--- config.mk ---
export PLATFORM = sky130hd
export DESIGN_NAME = sflash_front
export DESIGN_NICKNAME = d
export VERILOG_FILES = /design/src/rtl/sflash_pkg.sv /design/src/rtl/sflash_sync.sv /design/src/rtl/sflash_ctrl.sv /design/src/rtl/sflash_dp.sv /design/src/rtl/sflash_front.sv
export SDC_FILE = /design/constraint.sdc
export NUM_CORES = 1
export LEC_CHECK = 0
export BUFFER_PORTS_ARGS = -buffer_cell sky130_fd_sc_hd__buf_2
export CAP_MARGIN = 30
export CORE_MARGIN = 2
export CORE_UTILIZATION = 60
export DETAILED_ROUTE_END_ITERATION = 10
export GPL_TIMING_DRIVEN = 1
export PLACE_DENSITY = 0.92
export SYNTH_ARGS = -nofsm -noshare
export SYNTH_HDL_FRONTEND = slang
export SYNTH_SLANG_ARGS = --single-unit
export TNS_END_PERCENT = 1
--- constraint.sdc ---
create_clock -name clk -period 3.73 [get_ports clk]
set_clock_uncertainty 0.15 [all_clocks]
set_input_delay 0 -clock clk [delete_from_list [all_inputs] [get_ports clk]]
set_output_delay 0 -clock clk [all_outputs]
set_load 0.02 [all_outputs]
--- src/rtl/sflash_pkg.sv ---
package sflash_pkg;

  localparam logic [7:0] OP_READ = 8'h03;
  localparam logic [7:0] OP_DUAL = 8'h3B;

  typedef enum logic [2:0] {
    PH_CMD,
    PH_ADDR,
    PH_DUMMY,
    PH_DATA,
    PH_SKIP
  } phase_e;

  // strobes from control to datapath
  typedef struct packed {
    logic shiftIn;    // capture an opcode bit
    logic addrShift;  // capture an address bit
    logic takeByte;   // move prefetched byte to the output shifter
    logic shiftOut;   // advance output shifter
    logic dualSel;    // two bits per clock
    logic flush;      // chip select released
  } dp_ctl_t;

endpackage

--- src/rtl/sflash_sync.sv ---
module sflash_sync #(
  parameter int STAGES = 2
) (
  input  logic clk,
  input  logic rstN,
  input  logic sclkIn,
  input  logic csNIn,
  input  logic dioIn,
  output logic sclkRise,
  output logic sclkFall,
  output logic csIdle,
  output logic dioBit
);

  // each stage holds {sclk, csN, dio}
  localparam logic [2:0] IDLE_VAL = 3'b010;

  logic [2:0] stageQ [STAGES];
  logic       sclkPrev;
  logic [2:0] synced;

  always_ff @(posedge clk or negedge rstN) begin
    if (!rstN) begin
      for (int i = 0; i < STAGES; i++) stageQ[i] <= IDLE_VAL;
      sclkPrev <= 1'b0;
    end else begin
      stageQ[0] <= {sclkIn, csNIn, dioIn};
      for (int i = 1; i < STAGES; i++) stageQ[i] <= stageQ[i-1];
      sclkPrev <= stageQ[STAGES-1][2];
    end
  end

  assign synced   = stageQ[STAGES-1];
  assign csIdle   = synced[1];
  assign dioBit   = synced[0];
  assign sclkRise = synced[2] & ~sclkPrev & ~synced[1];
  assign sclkFall = ~synced[2] & sclkPrev & ~synced[1];

endmodule

--- src/rtl/sflash_ctrl.sv ---
module sflash_ctrl
  import sflash_pkg::*;
#(
  parameter int ADDR_W     = 24,
  parameter int DUMMY_CLKS = 8
) (
  input  logic    clk,
  input  logic    rstN,
  input  logic    sclkRise,
  input  logic    sclkFall,
  input  logic    csIdle,
  input  logic    dioBit,
  input  logic [6:0] cmdLow,
  output dp_ctl_t ctl,
  output phase_e  phase,
  output logic    memReq,
  output logic    doOe,
  output logic    dioOe
);

  localparam int CNT_W = $clog2(ADDR_W + DUMMY_CLKS + 8);
  localparam logic [CNT_W-1:0] LAST_CMD   = CNT_W'(7);
  localparam logic [CNT_W-1:0] LAST_ADDR  = CNT_W'(ADDR_W - 1);
  localparam logic [CNT_W-1:0] LAST_DUMMY = CNT_W'(DUMMY_CLKS - 1);
  localparam bit   HAS_DUMMY  = (DUMMY_CLKS > 0);

  logic [CNT_W-1:0] bitCnt;
  logic [2:0]       slotCnt;
  logic             dualMode;
  logic [7:0]       opcode;
  logic [2:0]       lastSlot;

  assign opcode   = {cmdLow, dioBit};
  assign lastSlot = dualMode ? 3'd3 : 3'd7;

  always_comb begin
    ctl           = '0;
    ctl.shiftIn   = sclkRise && (phase == PH_CMD);
    ctl.addrShift = sclkRise && (phase == PH_ADDR);
    ctl.takeByte  = sclkFall && (phase == PH_DATA) && (slotCnt == 3'd0);
    ctl.shiftOut  = sclkFall && (phase == PH_DATA) && (slotCnt != 3'd0);
    ctl.dualSel   = dualMode;
    ctl.flush     = csIdle;
  end

  always_ff @(posedge clk or negedge rstN) begin
    if (!rstN) begin
      phase    <= PH_CMD;
      bitCnt   <= '0;
      slotCnt  <= '0;
      dualMode <= 1'b0;
      memReq   <= 1'b0;
      doOe     <= 1'b0;
      dioOe    <= 1'b0;
    end else if (csIdle) begin
      phase    <= PH_CMD;
      bitCnt   <= '0;
      slotCnt  <= '0;
      dualMode <= 1'b0;
      memReq   <= 1'b0;
      doOe     <= 1'b0;
      dioOe    <= 1'b0;
    end else begin
      memReq <= 1'b0;
      case (phase)
        PH_CMD: begin
          if (sclkRise) begin
            if (bitCnt == LAST_CMD) begin
              bitCnt <= '0;
              if (opcode == OP_READ) begin
                phase    <= PH_ADDR;
                dualMode <= 1'b0;
              end else if (opcode == OP_DUAL) begin
                phase    <= PH_ADDR;
                dualMode <= 1'b1;
              end else begin
                phase <= PH_SKIP;
              end
            end else begin
              bitCnt <= bitCnt + 1'b1;
            end
          end
        end
        PH_ADDR: begin
          if (sclkRise) begin
            if (bitCnt == LAST_ADDR) begin
              bitCnt <= '0;
              if (dualMode && HAS_DUMMY) begin
                phase <= PH_DUMMY;
              end else begin
                phase  <= PH_DATA;
                memReq <= 1'b1;
              end
            end else begin
              bitCnt <= bitCnt + 1'b1;
            end
          end
        end
        PH_DUMMY: begin
          if (sclkRise) begin
            if (bitCnt == LAST_DUMMY) begin
              bitCnt <= '0;
              phase  <= PH_DATA;
              memReq <= 1'b1;
            end else begin
              bitCnt <= bitCnt + 1'b1;
            end
          end
        end
        PH_DATA: begin
          if (sclkFall) begin
            doOe    <= 1'b1;
            dioOe   <= dualMode;
            slotCnt <= (slotCnt == lastSlot) ? 3'd0 : slotCnt + 1'b1;
            if (slotCnt == 3'd0) memReq <= 1'b1;
          end
        end
        default: ;
      endcase
    end
  end

endmodule

--- src/rtl/sflash_dp.sv ---
module sflash_dp
  import sflash_pkg::*;
#(
  parameter int ADDR_W = 24
) (
  input  logic              clk,
  input  logic              rstN,
  input  dp_ctl_t           ctl,
  input  logic              dioBit,
  input  logic              memValid,
  input  logic [7:0]        memData,
  output logic [6:0]        cmdLow,
  output logic [ADDR_W-1:0] addrReg,
  output logic              doOut,
  output logic              dioOut,
  output logic              nextValid
);

  logic [7:0] outShift;
  logic [7:0] nextByte;

  always_ff @(posedge clk or negedge rstN) begin
    if (!rstN) begin
      cmdLow    <= '0;
      addrReg   <= '0;
      outShift  <= '0;
      nextByte  <= '0;
      nextValid <= 1'b0;
      doOut     <= 1'b0;
      dioOut    <= 1'b0;
    end else begin
      if (ctl.shiftIn)   cmdLow  <= {cmdLow[5:0], dioBit};
      if (ctl.addrShift) addrReg <= {addrReg[ADDR_W-2:0], dioBit};

      if (ctl.flush) begin
        nextValid <= 1'b0;
      end else if (memValid) begin
        nextByte  <= memData;
        nextValid <= 1'b1;
      end else if (ctl.takeByte) begin
        nextValid <= 1'b0;
      end

      if (ctl.takeByte) begin
        addrReg <= addrReg + 1'b1;
        if (ctl.dualSel) begin
          dioOut   <= nextByte[7];
          doOut    <= nextByte[6];
          outShift <= {nextByte[5:0], 2'b00};
        end else begin
          doOut    <= nextByte[7];
          outShift <= {nextByte[6:0], 1'b0};
        end
      end else if (ctl.shiftOut) begin
        if (ctl.dualSel) begin
          dioOut   <= outShift[7];
          doOut    <= outShift[6];
          outShift <= {outShift[5:0], 2'b00};
        end else begin
          doOut    <= outShift[7];
          outShift <= {outShift[6:0], 1'b0};
        end
      end
    end
  end

endmodule

--- src/rtl/sflash_front.sv ---
module sflash_front
  import sflash_pkg::*;
#(
  parameter int ADDR_W      = 24,
  parameter int DUMMY_CLKS  = 8,
  parameter int SYNC_STAGES = 2
) (
  input  logic              clk,
  input  logic              rstN,
  input  logic              sclkIn,
  input  logic              csNIn,
  input  logic              dioIn,
  output logic              dioOut,
  output logic              dioOe,
  output logic              doOut,
  output logic              doOe,
  output logic              memReq,
  output logic [ADDR_W-1:0] memAddr,
  input  logic              memValid,
  input  logic [7:0]        memData
);

  logic    sclkRise, sclkFall, csIdle, dioBit;
  logic [6:0] cmdLow;
  dp_ctl_t ctl;
  phase_e  phase;
  logic    nextValid;
  logic    takeByte;
  logic    skipping;

  sflash_sync #(.STAGES(SYNC_STAGES)) u_sync (
    .clk(clk), .rstN(rstN), .sclkIn(sclkIn), .csNIn(csNIn), .dioIn(dioIn),
    .sclkRise(sclkRise), .sclkFall(sclkFall), .csIdle(csIdle), .dioBit(dioBit)
  );

  sflash_ctrl #(.ADDR_W(ADDR_W), .DUMMY_CLKS(DUMMY_CLKS)) u_ctrl (
    .clk(clk), .rstN(rstN), .sclkRise(sclkRise), .sclkFall(sclkFall),
    .csIdle(csIdle), .dioBit(dioBit), .cmdLow(cmdLow), .ctl(ctl),
    .phase(phase), .memReq(memReq), .doOe(doOe), .dioOe(dioOe)
  );

  sflash_dp #(.ADDR_W(ADDR_W)) u_dp (
    .clk(clk), .rstN(rstN), .ctl(ctl), .dioBit(dioBit),
    .memValid(memValid), .memData(memData), .cmdLow(cmdLow),
    .addrReg(memAddr), .doOut(doOut), .dioOut(dioOut), .nextValid(nextValid)
  );

  assign takeByte = ctl.takeByte;
  assign skipping = (phase == PH_SKIP);

endmodule

Word level (Yosys, flattened, before mapping):

Cells that the tools add are included.

* flip-flop bits (word level): 72
* output and inout bits: 29
* word-level logic and storage cells: 123

* $add $sub $neg: 3
* equal/unequal tests: 15
* muxes and demuxes: 57
* bitwise logic cells: 7
* reductions and logical operators: 25

Operators by type and width (count)
* $mux 24: 2
* $mux 3: 14
* $mux 8: 4
* $mux 6: 5
* $mux 1: 29
* $add 24x1->24 const B: 1
* $reduce_bool 2->1: 7
* $ne 3x2->1 const B: 4
* $pmux 6 s2: 1
* $pmux 3 s3: 1
* $reduce_bool 3->1: 3
* $eq 8x2->1 const B: 1
* $eq 8x6->1 const B: 1
* $reduce_and 7->1: 1
* $add 6x1->6 const B: 1
* $eq 3x2->1 const B: 2
* $eq 6x3->1 const B: 1
* $eq 6x5->1 const B: 1
* $logic_not 3->1: 2
* $ne 3x3->1 const B: 2
* $reduce_and 2->1: 3
* $logic_and 1x1->1: 5
* $and 1x1->1: 4
* $reduce_and 4->1: 1
* 9 further kinds: 11

Longest topological paths before layout:

* depth in word-level cells: 7
* mapped depth: 9
* mapped depth without buffers: 7

By module:

From an unflattened synthesis, not the netlist that was laid out.

* cell total of the unflattened synthesis: 395
* area total of the unflattened synthesis: 3930.0 um^2

Modules (own cells, without submodules)
* sflash_dp: times used 1, cells an instance 264, area an instance 2618.8 um^2, sequential area each 1226.2 um^2
* sflash_ctrl: times used 1, cells an instance 122, area an instance 1118.6 um^2, sequential area each 400.4 um^2
* sflash_sync: times used 1, cells an instance 9, area an instance 192.7 um^2, sequential area each 177.7 um^2

Worst setup path before layout:

No wires, ideal clock.

* path kind: register to register
* start point: reg u_ctrl.slotCnt[0]
* end point: reg u_dp.addrReg[15]
* data arrival time: 1.804 ns
* slack: 1.682 ns
* stages on the path, launching flop included: 9
* buffers on the path: 1
* clock period less this slack: 2.048 ns
* cell sequence: dfrtp_1 -> inv_1 -> ha_1 -> nand4bb_4 -> or2_1 -> buf_6 -> nor4_4 -> a221oi_1 -> a221oi_2

* word-level cells in the longest chain between the ends: 3

Ends and longest elaborated chain
* start, declared: line sflash_ctrl.sv:28 `logic [2:0] slotCnt;`
* start signal, assigned: line sflash_ctrl.sv:114 `slotCnt <= (slotCnt == lastSlot) ? 3'd0 : slotCnt + 1'b1;`
* $logic_not 3->1 (*): line sflash_ctrl.sv:40 `ctl.takeByte = sclkFall && (phase == PH_DATA) && (slotCnt == 3'd0);`
* $logic_and 1x1->1 (*): line sflash_ctrl.sv:40
* $mux 24 or $reduce_bool 2->1 (tied branches)
* end signal, assigned: line sflash_dp.sv:33 `if (ctl.addrShift) addrReg <= {addrReg[ADDR_W-2:0], dioBit};`
* end signal, assigned: line sflash_dp.sv:45 `addrReg <= addrReg + 1'b1;`
* end, declared: line sflash_dp.sv:13 `output logic [ADDR_W-1:0] addrReg,`

Mark *: on every way between the ends. The rest lies on a longest branch, timed or not.
A chain may end at the register's enable or synchronous reset.

Worst setup path after layout:

* start point: reg u_ctrl.phase[1]
* end point: reg u_dp.addrReg[6]

* word-level cells in the longest chain between the ends: 4

Ends and longest elaborated chain
* start, declared: line sflash_ctrl.sv:15 `output phase_e phase,`
* start signal, assigned: line sflash_ctrl.sv:48 `phase <= PH_CMD;`
* start signal, assigned: line sflash_ctrl.sv:56 `phase <= PH_CMD;`
* start signal, assigned: line sflash_ctrl.sv:71 `phase <= PH_ADDR;`
* $eq 3x2->1: line sflash_ctrl.sv:40
* $logic_and 1x1->1 (2 in series): line sflash_ctrl.sv:40
* $mux 24 or $reduce_bool 2->1 (tied branches)

Parallel ways exist; a longest one is shown, timed or not.

==> qor.yml <==
detailed_routing:
  drc: 0
  viasPerCell: 6.06
  routed-via-count: 2969
  ant_nets: 0
  drtIter0Drc: 211
  wl_per_cell_um: 16.1
  drt_wl_total_mm: 7.89
  drt-pass1-iter-count: 4
layout:
  fill_cells: 436
  fin_util: 0.709
  diodes: 0
  seqCellArea_sq_mm: 0.00178
  drive_gt1_frac: 0.212
  multi_input_area_sq_mm: 0.00174
  fin_nets: 429
  final_cells: 490
  area_growth_syn_to_layout_pct: 14.8
logic_synthesis:
  synth_compound_area_frac: 0.148
  synth_xor_area_frac: 0.00958
  yosysSeqAreaShare: 0.486
  yosysWarnings: 0
  synth.distinct_cells: 63
  synth_top_family_by_area: "simple AND/OR/NAND/NOR gates"
  yosys_most_used_dff: "dfrtp_1"
  syn_inst: 366
  synthAdderAreaFrac: 0.0137
  avgSynthCellArea_sq_um: 9.99
  muxShareOfSynthArea: 0.0992
  synth_area_sq_mm: 0.00366
  synth-edff-count: 0
  async_flop_share: 1.00
  synth-seq-cells: 71
  synthesis.nets: 384
  synth-simple-area-share: 0.205
global_route:
  overflow: 0
  antenna_found_initial: 0
  grtUsageTotal: 0.258
  grt_pass1_wl_mm: 13.0
  grt_max_degree: 39
  grt_pass1_vias: 2838
clock_tree:
  tritoncts: "built"
  clkTransAtPathRegs_ps: 80
  postCtsSetupBuffers: 0
  clock-root-buffer: "clkbuf_8"
  clockBufferDepth: 2
  numCtsBuffers: 9
  htree_num_levels: 3
  cts_sinks: 71
  clock_latency_ps: 350
sta:
  slew_violations: 0
  period_needed_ps: 2550
  slew_headroom: 0.391
  finalSetupTns_ps: 0
  hold_violations: 0
  setup_viol: 0
  rsz0062_at_grt: "no"
  max_freq_mhz: 392
  tightest_slew_ps: 912
  post-route-period-util: 0.685
setup_path:
  worstPathArrival_ps: 2630
  cp_top_family: "simple AND/OR/NAND/NOR gates"
  worstPathMaxFanout: 24
  cp-start-kind: "flop"
  required_ps: 3800
  cp_cell_sequence: "nor4b_2, nand3_1, nand2_1, nand2_1, a221o_1"
  crit_buf_inv: 0
  crit_slowest_cell: "nand3_1"
  end_kind: "flop"
  worst-setup-path-type: "reg2reg"
  critPathMostFrequentCell: "nand2_1"
  critPathMaxStageDelay_ps: 670
pwr:
  ir_drop_uv: 333
  p_per_area_mw_per_mm2: 396
  p_leak_nw: 1.99
  totalPowerFinal_mw: 1.66
floorplanning:
  ios: 43
  num_rows: 28
  coreArea_sq_mm: 0.00592
  start_util: 0.618
  die-width_um: 82.1
  design.die.area_sq_mm: 0.00674
  dieHeight_um: 82.1
place:
  dp_cells: 463
  portBuffers: 42
  place_congestion: 0.839
  dp_hpwl_mm: 5.31
flow_run:
  cap_violations: 0
worst_hold_path:
  hp-class: "in2async"
run_status:
  outcome: "finished, final reports clean"
final timing paths:
path | from | to | slack (ps) | cells past startpoint
worst max-delay path | u_ctrl.phase[1]$_DFFE_PN0P_ | u_dp.addrReg[6]$_DFFE_PN0P_ | 1180 | 5
worst min-delay path | rstN | u_dp.outShift[5]$_DFFE_PN0P_ | 110 | 2
worst max register to register | u_ctrl.phase[1]$_DFFE_PN0P_ | u_dp.addrReg[6]$_DFFE_PN0P_ | 1180 | 5
worst min register to register | u_sync.stageQ[5]$_DFF_PN0_ | u_sync.synced[2]$_DFF_PN0_ | 200 | 0
max in group asynchronous | rstN | u_sync.synced[1]$_DFF_PN1_ | 2350 | 3
min in group clk | memValid | u_dp.nextByte[7]$_DFFE_PN0P_ | 110 | 3
worst reg2reg max path, stage by stage, from the launching register on:
cell	delay, ps
dfrtp_1	490
nor4b_2	380
nand3_1	670
nand2_1	350
nand2_1	90
a221o_1	300
placed cells by master (no fill, tap or decap), types with 3 or more instances in the layout:
master	instances
ha_1	4
a22oi_1	4
inv_1	11
clkbuf_8	10
mux2i_1	16
a21oi_1	27
a41o_1	3
mux2_2	16
nand2b_1	3
dlygate4sd3_1	12
dfrtp_1	69
a311oi_1	6
buf_2	42
nand4_1	3
nor3_1	14
xor2_1	3
and3_1	11
a31oi_1	4
nand2_1	45
a211oi_1	5
o21ai_1	3
nor2_1	35
nor2b_1	5
nand3_1	5
o21ai_0	7
per-stage QoR:
| step | hold slack [ps] | setup slack [ps] | instance area [sq um] |
|---|---|---|---|
| after floorplan | -446 | 1680 | 3660 |
| after global placement | -41.0 | 1310 | 3870 |
| after detailed placement | -42.4 | 1210 | 3870 |
| after CTS | 113 | 1190 | 4200 |
| after global routing | 122 | 934 | 4200 |
| final | 110 | 1180 | 4200 |
cell usage after synthesis (2+ instances only):
| library cell | n | share of area |
|---|---|---|
| nand2b_1 | 3 | 0.0051 |
| o21ai_1 | 3 | 0.0041 |
| a21oi_1 | 27 | 0.037 |
| ha_1 | 4 | 0.014 |
| mux2i_1 | 16 | 0.044 |
| buf_2 | 8 | 0.011 |
| a311oi_1 | 6 | 0.014 |
| a31oi_1 | 4 | 0.0068 |
| nor4_1 | 2 | 0.0034 |
| dfstp_2 | 2 | 0.014 |
| mux2_2 | 16 | 0.049 |
| o21a_1 | 2 | 0.0041 |
| o21ai_0 | 7 | 0.0096 |
| dfrtp_1 | 69 | 0.47 |
| nand2_1 | 45 | 0.046 |
| and4_1 | 2 | 0.0048 |
| or2_2 | 2 | 0.0034 |
| nor2_1 | 35 | 0.036 |
| a22oi_1 | 4 | 0.0082 |
| nor3b_1 | 2 | 0.0041 |
| a41o_1 | 3 | 0.0082 |
| nand3_1 | 5 | 0.0068 |
| nor2b_1 | 5 | 0.0086 |
| o31ai_1 | 2 | 0.0041 |
| inv_1 | 11 | 0.011 |
| a41oi_1 | 2 | 0.0048 |
| clkbuf_1 | 10 | 0.010 |
| o221a_2 | 2 | 0.0062 |
| nor3_1 | 14 | 0.019 |
| nor4bb_1 | 2 | 0.0055 |
| xor2_1 | 3 | 0.0072 |
| nand4_1 | 3 | 0.0051 |
| a211oi_1 | 5 | 0.010 |
| and3_1 | 11 | 0.019 |
where the power goes:
group | switching (mW) | internal, mW | leakage [nW] | total (mW)
logic | 0.0555 | 0.0677 | 0.940 | 0.123
registers | 0.0471 | 0.819 | 0.943 | 0.866
clock network | 0.285 | 0.389 | 0.109 | 0.674
total | 0.387 | 1.28 | 1.99 | 1.66
cells by family after synthesis:
family	count (synthesis)
AOI/OAI and AO/OA	79
muxes	33
DFF	71
adders and majority gates	4
xor gates and xnor gates	4
buffers and inverters	32
and+or+nand+nor	143
area by class of cell:
class | instances | share of cell area
Inverter | 11 | 0.00983
Clock buffer | 11 | 0.0337
Tap cell | 75 | 0.0223
Sequential cell | 71 | 0.424
Multi-Input combinational cell | 263 | 0.413
Timing Repair Buffer | 55 | 0.0804
Clock inverter | 4 | 0.0167
metal layers:
metal / wire (um) / vias to the layer above / GRT usage
met5: 0 / - / 0
met4: 147 / 0 / 0.102
met3: 360 / 17 / 0.0582
met2: 3960 / 76 / 0.425
met1: 3430 / 1466 / 0.330
li1: - / 1410 / -
registers in the layout (all words and copies together), names as in the netlist:
register,cells
u_ctrl.bitCnt,6
u_dp.cmdLow,7
u_dp.outShift,7
u_dp.dioOut,1
u_ctrl.slotCnt,3
u_dp.addrReg,24
u_sync.synced,3
u_ctrl.doOe,1
u_ctrl.dioOe,1
u_sync.stageQ,3
u_ctrl.phase,3
u_ctrl.memReq,1
u_ctrl.dualMode,1
u_dp.nextByte,8
u_dp.doOut,1
u_sync.sclkPrev,1
timing repair:
action / in CTS / in global routing
gates resized for setup: 0 / 0
hold buffers: 12 / 0
hold endpoints to repair: 44 / 0
endpoints found under the setup margin: 0 / 0
Power figures use the tool's default switching activity.
